$ cat config.mk
export PLATFORM = sky130hd
export DESIGN_NAME = sirq_mul_regs
export DESIGN_NICKNAME = d
export VERILOG_FILES = /design/src/rtl/sirq_mul_pkg.sv /design/src/rtl/sirq_status_unit.sv /design/src/rtl/sirq_mult_unit.sv /design/src/rtl/sirq_openbus.sv /design/src/rtl/sirq_mul_regs.sv
export SDC_FILE = /design/constraint.sdc
export NUM_CORES = 1
export LEC_CHECK = 0
export BUFFER_PORTS_ARGS = -buffer_cell sky130_fd_sc_hd__clkbuf_2
export CAP_MARGIN = 20
export CORE_MARGIN = 3
export CORE_UTILIZATION = 55
export DETAILED_ROUTE_END_ITERATION = 12
export GPL_TIMING_DRIVEN = 0
export PLACE_DENSITY = 0.76
export SYNTH_ARGS = -nofsm -noshare
export SYNTH_HDL_FRONTEND = slang
export SYNTH_SLANG_ARGS = --single-unit
$ cat constraint.sdc
create_clock -name clk -period 6.4 [get_ports clk]
set_input_delay 1.28 -clock clk [delete_from_list [all_inputs] [get_ports clk]]
set_output_delay 1.28 -clock clk [all_outputs]
set_load 0.05 [all_outputs]
$ cat src/rtl/sirq_mul_pkg.sv
package sirq_mul_pkg;

    localparam int BUS_W      = 8;
    localparam int PROD_W     = 2 * BUS_W;
    localparam int PEND_BIT   = 7;
    localparam int ENABLE_BIT = 7;

    typedef enum logic [2:0] {
        SEL_CMP,
        SEL_STAT,
        SEL_MUL_LO,
        SEL_MUL_HI,
        SEL_NONE
    } reg_sel_e;

    typedef struct packed {
        logic     wr;
        logic     rd;
        logic     peek;
        reg_sel_e sel;
    } bus_req_t;

    function automatic logic sel_readable(input reg_sel_e s);
        return (s == SEL_STAT) || (s == SEL_MUL_LO) || (s == SEL_MUL_HI);
    endfunction

endpackage

$ cat src/rtl/sirq_status_unit.sv
module sirq_status_unit
    import sirq_mul_pkg::*;
(
    input  logic             clk,
    input  logic             rst,
    input  bus_req_t         req_i,
    input  logic [BUS_W-1:0] wdata_i,
    input  logic             hit_i,
    output logic [BUS_W-1:0] cmp_line_o,
    output logic [BUS_W-1:0] status_o,
    output logic             irq_o
);
    logic [BUS_W-1:0] cmp_q;
    logic             en_q;
    logic             pend_q;
    logic             cmp_wr, en_wr, ack;

    assign cmp_wr = req_i.wr && (req_i.sel == SEL_CMP);
    assign en_wr  = req_i.wr && (req_i.sel == SEL_STAT);
    assign ack    = req_i.rd && !req_i.peek && (req_i.sel == SEL_STAT);

    always_ff @(posedge clk) begin
        if (rst) begin
            cmp_q  <= '0;
            en_q   <= 1'b0;
            pend_q <= 1'b0;
        end else begin
            if (cmp_wr) cmp_q <= wdata_i;
            if (en_wr)  en_q  <= wdata_i[ENABLE_BIT];
            if (hit_i)    pend_q <= 1'b1;
            else if (ack) pend_q <= 1'b0;
        end
    end

    always_comb begin
        status_o           = '0;
        status_o[PEND_BIT] = pend_q;
    end

    assign cmp_line_o = cmp_q;
    assign irq_o      = pend_q && en_q;

    a_r4_hit_sets: assert property (@(posedge clk) disable iff (rst)
        hit_i |=> pend_q);
    a_r5_ack_clears: assert property (@(posedge clk) disable iff (rst)
        (ack && !hit_i) |=> (!pend_q && !irq_o));
    a_r6_peek_keeps: assert property (@(posedge clk) disable iff (rst)
        (req_i.rd && req_i.peek && pend_q) |=> pend_q);
    a_r3_enable_bit: assert property (@(posedge clk) disable iff (rst)
        en_wr |=> (en_q == $past(wdata_i[ENABLE_BIT])));
    a_r7_disable_drops: assert property (@(posedge clk) disable iff (rst)
        (en_wr && !wdata_i[ENABLE_BIT]) |=> !irq_o);
    a_r2_cmp_load: assert property (@(posedge clk) disable iff (rst)
        cmp_wr |=> (cmp_line_o == $past(wdata_i)));

endmodule

$ cat src/rtl/sirq_mult_unit.sv
module sirq_mult_unit
    import sirq_mul_pkg::*;
(
    input  logic              clk,
    input  logic              rst,
    input  bus_req_t          req_i,
    input  logic [BUS_W-1:0]  wdata_i,
    output logic [PROD_W-1:0] prod_o
);
    logic [BUS_W-1:0] op_a_q, op_b_q;
    logic             wr_a, wr_b;

    assign wr_a = req_i.wr && (req_i.sel == SEL_MUL_LO);
    assign wr_b = req_i.wr && (req_i.sel == SEL_MUL_HI);

    always_ff @(posedge clk) begin
        if (rst) begin
            op_a_q <= '0;
            op_b_q <= '0;
        end else begin
            if (wr_a) op_a_q <= wdata_i;
            if (wr_b) op_b_q <= wdata_i;
        end
    end

    assign prod_o = PROD_W'(op_a_q) * PROD_W'(op_b_q);

    a_r8_opa_load: assert property (@(posedge clk) disable iff (rst)
        wr_a |=> (op_a_q == $past(wdata_i)));
    a_r8_opb_load: assert property (@(posedge clk) disable iff (rst)
        wr_b |=> (op_b_q == $past(wdata_i)));
    a_r8_ops_hold: assert property (@(posedge clk) disable iff (rst)
        (!req_i.wr) |=> $stable(prod_o));

endmodule

$ cat src/rtl/sirq_openbus.sv
module sirq_openbus
    import sirq_mul_pkg::*;
(
    input  logic             clk,
    input  logic             rst,
    input  bus_req_t         req_i,
    input  logic [BUS_W-1:0] wdata_i,
    input  logic [BUS_W-1:0] mapped_rdata_i,
    output logic [BUS_W-1:0] last_o
);
    logic [BUS_W-1:0] last_q;

    always_ff @(posedge clk) begin
        if (rst)
            last_q <= '0;
        else if (req_i.wr)
            last_q <= wdata_i;
        else if (req_i.rd && sel_readable(req_i.sel))
            last_q <= mapped_rdata_i;
    end

    assign last_o = last_q;

    a_r9_latch_write: assert property (@(posedge clk) disable iff (rst)
        req_i.wr |=> (last_o == $past(wdata_i)));
    a_r9_latch_idle: assert property (@(posedge clk) disable iff (rst)
        (!req_i.wr && !req_i.rd) |=> $stable(last_o));

endmodule

$ cat src/rtl/sirq_mul_regs.sv
module sirq_mul_regs
    import sirq_mul_pkg::*;
#(
    parameter int ADDR_W     = 4,
    parameter int OFF_CMP    = 0,
    parameter int OFF_STAT   = 1,
    parameter int OFF_MUL_LO = 2,
    parameter int OFF_MUL_HI = 3
) (
    input  logic              clk,
    input  logic              rst,
    input  logic [ADDR_W-1:0] bus_addr_i,
    input  logic              bus_wr_i,
    input  logic              bus_rd_i,
    input  logic              bus_peek_i,
    input  logic [7:0]        bus_wdata_i,
    output logic [7:0]        bus_rdata_o,
    input  logic              line_hit_i,
    output logic [7:0]        cmp_line_o,
    output logic              irq_o
);
    localparam logic [ADDR_W-1:0] A_CMP = ADDR_W'(OFF_CMP);
    localparam logic [ADDR_W-1:0] A_ST  = ADDR_W'(OFF_STAT);
    localparam logic [ADDR_W-1:0] A_LO  = ADDR_W'(OFF_MUL_LO);
    localparam logic [ADDR_W-1:0] A_HI  = ADDR_W'(OFF_MUL_HI);

    bus_req_t          req;
    logic [BUS_W-1:0]  status, last_byte, mapped;
    logic [PROD_W-1:0] prod;

    always_comb begin
        req.wr   = bus_wr_i;
        req.rd   = bus_rd_i;
        req.peek = bus_peek_i;
        if      (bus_addr_i == A_CMP) req.sel = SEL_CMP;
        else if (bus_addr_i == A_ST)  req.sel = SEL_STAT;
        else if (bus_addr_i == A_LO)  req.sel = SEL_MUL_LO;
        else if (bus_addr_i == A_HI)  req.sel = SEL_MUL_HI;
        else                          req.sel = SEL_NONE;
    end

    sirq_status_unit u_status (
        .clk        (clk),
        .rst        (rst),
        .req_i      (req),
        .wdata_i    (bus_wdata_i),
        .hit_i      (line_hit_i),
        .cmp_line_o (cmp_line_o),
        .status_o   (status),
        .irq_o      (irq_o)
    );

    sirq_mult_unit u_mult (
        .clk     (clk),
        .rst     (rst),
        .req_i   (req),
        .wdata_i (bus_wdata_i),
        .prod_o  (prod)
    );

    always_comb begin
        case (req.sel)
            SEL_STAT:   mapped = status;
            SEL_MUL_LO: mapped = prod[BUS_W-1:0];
            SEL_MUL_HI: mapped = prod[PROD_W-1:BUS_W];
            default:    mapped = last_byte;
        endcase
    end

    sirq_openbus u_openbus (
        .clk            (clk),
        .rst            (rst),
        .req_i          (req),
        .wdata_i        (bus_wdata_i),
        .mapped_rdata_i (mapped),
        .last_o         (last_byte)
    );

    assign bus_rdata_o = mapped;

    a_r1_reset_quiet: assert property (@(posedge clk)
        rst |=> (!irq_o && cmp_line_o == 8'h00));
    a_r9_unmapped_read: assert property (@(posedge clk) disable iff (rst)
        (bus_rd_i && !sel_readable(req.sel)) |-> (bus_rdata_o == last_byte));

endmodule

==> impl_metrics.env <==
export IMPL_status="finished clean"
export IMPL_clock_sinks=34
export IMPL_postRouteAntennaNets=0
export IMPL_max_freq_mhz=164
export IMPL_avgSynthCellArea_um2=8.67
export IMPL_synth_edff_count=0
export IMPL_drv_cap=0
export IMPL_hold_buffers=0
export IMPL_nets=549
export IMPL_fillCellCount=560
export IMPL_place_congestion=0.891
export IMPL_yosysWarningCount=0
export IMPL_grt_pass1_vias=3061
export IMPL_clk_path_buf_depth=2
export IMPL_ioPinCount=35
export IMPL_via_per_inst=5.77
export IMPL_ys_flop_type="dfxtp_1"
export IMPL_hp_class="flop to flop"
export IMPL_grt_usage_pct=24.1
export IMPL_pre_cts_slack_ns=0.360
export IMPL_grt_overflow_total=0
export IMPL_hpwl_um=6650
export IMPL_grt_max_degree=12
export IMPL_ys_seq_elements=34
export IMPL_finalCritPeriodShare_pct=95.1
export IMPL_required_ns=5.12
export IMPL_drc=0
export IMPL_cts_buffers=5
export IMPL_yosys_area_top_type="fa_1"
export IMPL_fin_crit_ns=6.08
export IMPL_cts_root_buf="clkbuf_8"
export IMPL_hold_viol=0
export IMPL_port_buffers=33
export IMPL_power_leakage_uw=0.00201
export IMPL_seq_area_frac_synth_pct=18.7
export IMPL_detailed_place_area_um2=3910
export IMPL_critPathArrivalTime_ns=4.80
export IMPL_layout_setup_ws_ns=0.316
export IMPL_clk_pin_slew_ns=0.07
export IMPL_postCtsSetupRepairBufs=0
export IMPL_slew_viol_final=0
export IMPL_clock_skew_ns=0.00432
export IMPL_synthCells=420
export IMPL_end_kind="output pin"
export IMPL_dp_cells=530
export IMPL_antenna_found_initial=0
export IMPL_start_util_pct=57.1
export IMPL_finalSetupViolCount=0
export IMPL_worst_ir_drop_vdd_mv=0.155
export IMPL_drive_gt1_share_pct=15.9
export IMPL_grt_pass1_wl_um=14400
export IMPL_wl_per_cell_um=15.7
export IMPL_ys_async_sr_fraction_pct=0
export IMPL_syn_cell_area_um2=3640
export IMPL_startpoint_type="flop"
export IMPL_worst_setup_path_type="flop to output pin"
export IMPL_yosys_top_cells_area="fa_1, dfxtp_1, ha_1"
export IMPL_core_area_um2=6390
export IMPL_areaGrowthSynthToFinish_pct=10.2
export IMPL_finalSetupTns_ns=0
export IMPL_synthesis_nets=510
export IMPL_synth_most_common_cell="nand2_1"
export IMPL_instances_no_fill=537
export IMPL_cts_tree="yes"
export IMPL_worst_pin_slew_ns=0.502
export IMPL_fp_dieArea_um2=7640
export IMPL_synth_top_area_share_pct=19.8
export IMPL_die_w_um=87.4
export IMPL_clock_latency_ns=0.29
export IMPL_std_cell_rows=29
export IMPL_firstDrtPassIters=4
export IMPL_fp_dieH_um=87.4
export IMPL_power_density_nw_per_um2=115
export IMPL_max_slew_margin_pct=66.4
export IMPL_grt_setup_unrepaired="false"
export IMPL_final_area_um2=4010
export IMPL_antenna_cells=0
export IMPL_ctsHtreeMaxLevel=2
export IMPL_routed_wl_um=8440
export IMPL_path_max_fanout=9
export IMPL_drt_initial_drc_count=205
export IMPL_ys_top_cells_by_count="nand2_1, inv_1, and2_1"
export IMPL_num_vias=3098
export IMPL_ys_types=43
## routing by layer
metal,routed length [µm],GRT usage [%]
met1,3600,33.4
met2,4130,38.8
met3,533,3.03
met4,165,7.81
met5,0,0
## final timing paths
kind                                       start                  end  slack [ns]  cells past startpoint
worst max-delay path            u_mult.op_a_q[0]       bus_rdata_o[2]        0.32                     16
worst min-delay path               u_status.en_q        u_status.en_q        0.46                      2
worst max register to register  u_mult.op_a_q[0]  u_openbus.last_o[2]        1.93                     15
worst min register to register     u_status.en_q        u_status.en_q        0.46                      2
## repair_timing
| item | in CTS | in global routing |
|---|---|---|
| hold endpoints to repair | 0 | 0 |
| gates resized for setup | 0 | 15 |
| setup endpoints to repair | 0 | 7 |
## layout make-up
type | count | area, µm² | area share, %
clock buffers | 6 | 82.6 | 2.06
clock inverters | 2 | 12.5 | 0.312
plain buffers | 11 | 86.3 | 2.15
flip-flops and latches | 34 | 693 | 17.3
inverters | 50 | 188 | 4.68
repair buffers | 33 | 170 | 4.24
multi-input cells | 324 | 2690 | 66.9
well taps | 77 | 96.3 | 2.40
## stage by stage
stage / hold WS, ns / util [%] / power, µW
after floorplan: 0.432 / - / 275
after global placement: 0.442 / 61.1 / 298
after detailed placement: 0.450 / 61.1 / 299
after CTS: 0.460 / 62.6 / 463
after global routing: 0.499 / 62.9 / 479
final: 0.460 / 62.9 / 463
## cell usage in the layout, fill, tap and decap left out, types with 8 or more instances in the layout
cell / instances
o21ai_0: 10
clkbuf_2: 31
inv_1: 50
nand3_1: 20
clkbuf_8: 9
dfxtp_2: 10
ha_1: 36
and2_1: 49
a21oi_1: 22
dfxtp_1: 24
fa_1: 36
nor2_1: 16
nand2_1: 61
mux2i_1: 8
## critical path, cell delays in order, from the launching register on
cell and delay, ns:
dfxtp_2 0.45, nand2_1 0.11, fa_1 0.52, fa_1 0.55, inv_1 0.06, fa_1 0.53
inv_1 0.06, fa_1 0.53, inv_1 0.04, ha_1 0.34, o211ai_1 0.14, o211ai_2 0.25
a21oi_2 0.08, a211oi_1 0.37, a21oi_1 0.07, o21ai_0 0.16, clkbuf_4 0.26
## flip-flops by register name, indices dropped and copies added (netlist names)
name,flops
u_status.pend_q,1
u_status.en_q,1
u_openbus.last_o,8
u_mult.op_a_q,8
u_status.cmp_line_o,8
u_mult.op_b_q,8
## where the power goes
group	internal [µW]	switching [µW]	total [µW]
sequential	218	6.27	225
combinational	21.9	49.2	71.1
clock	86.4	80.7	167
total	327	136	463
## cell families (layout without fill, tap and decap cells)
logic type	Yosys count	after routing	synth area share [%]
AO/OA/AOI/OAI	74	74	14.5
XOR/XNOR	11	11	2.64
adder cells (fa/ha/maj)	72	72	32.1
buffers and inverters	62	102	7.62
flip-flops	34	34	18.7
multiplexers	8	8	2.20
AND/OR/NAND/NOR	159	159	22.2
Note: power is estimated with default switching activity, not from simulation.
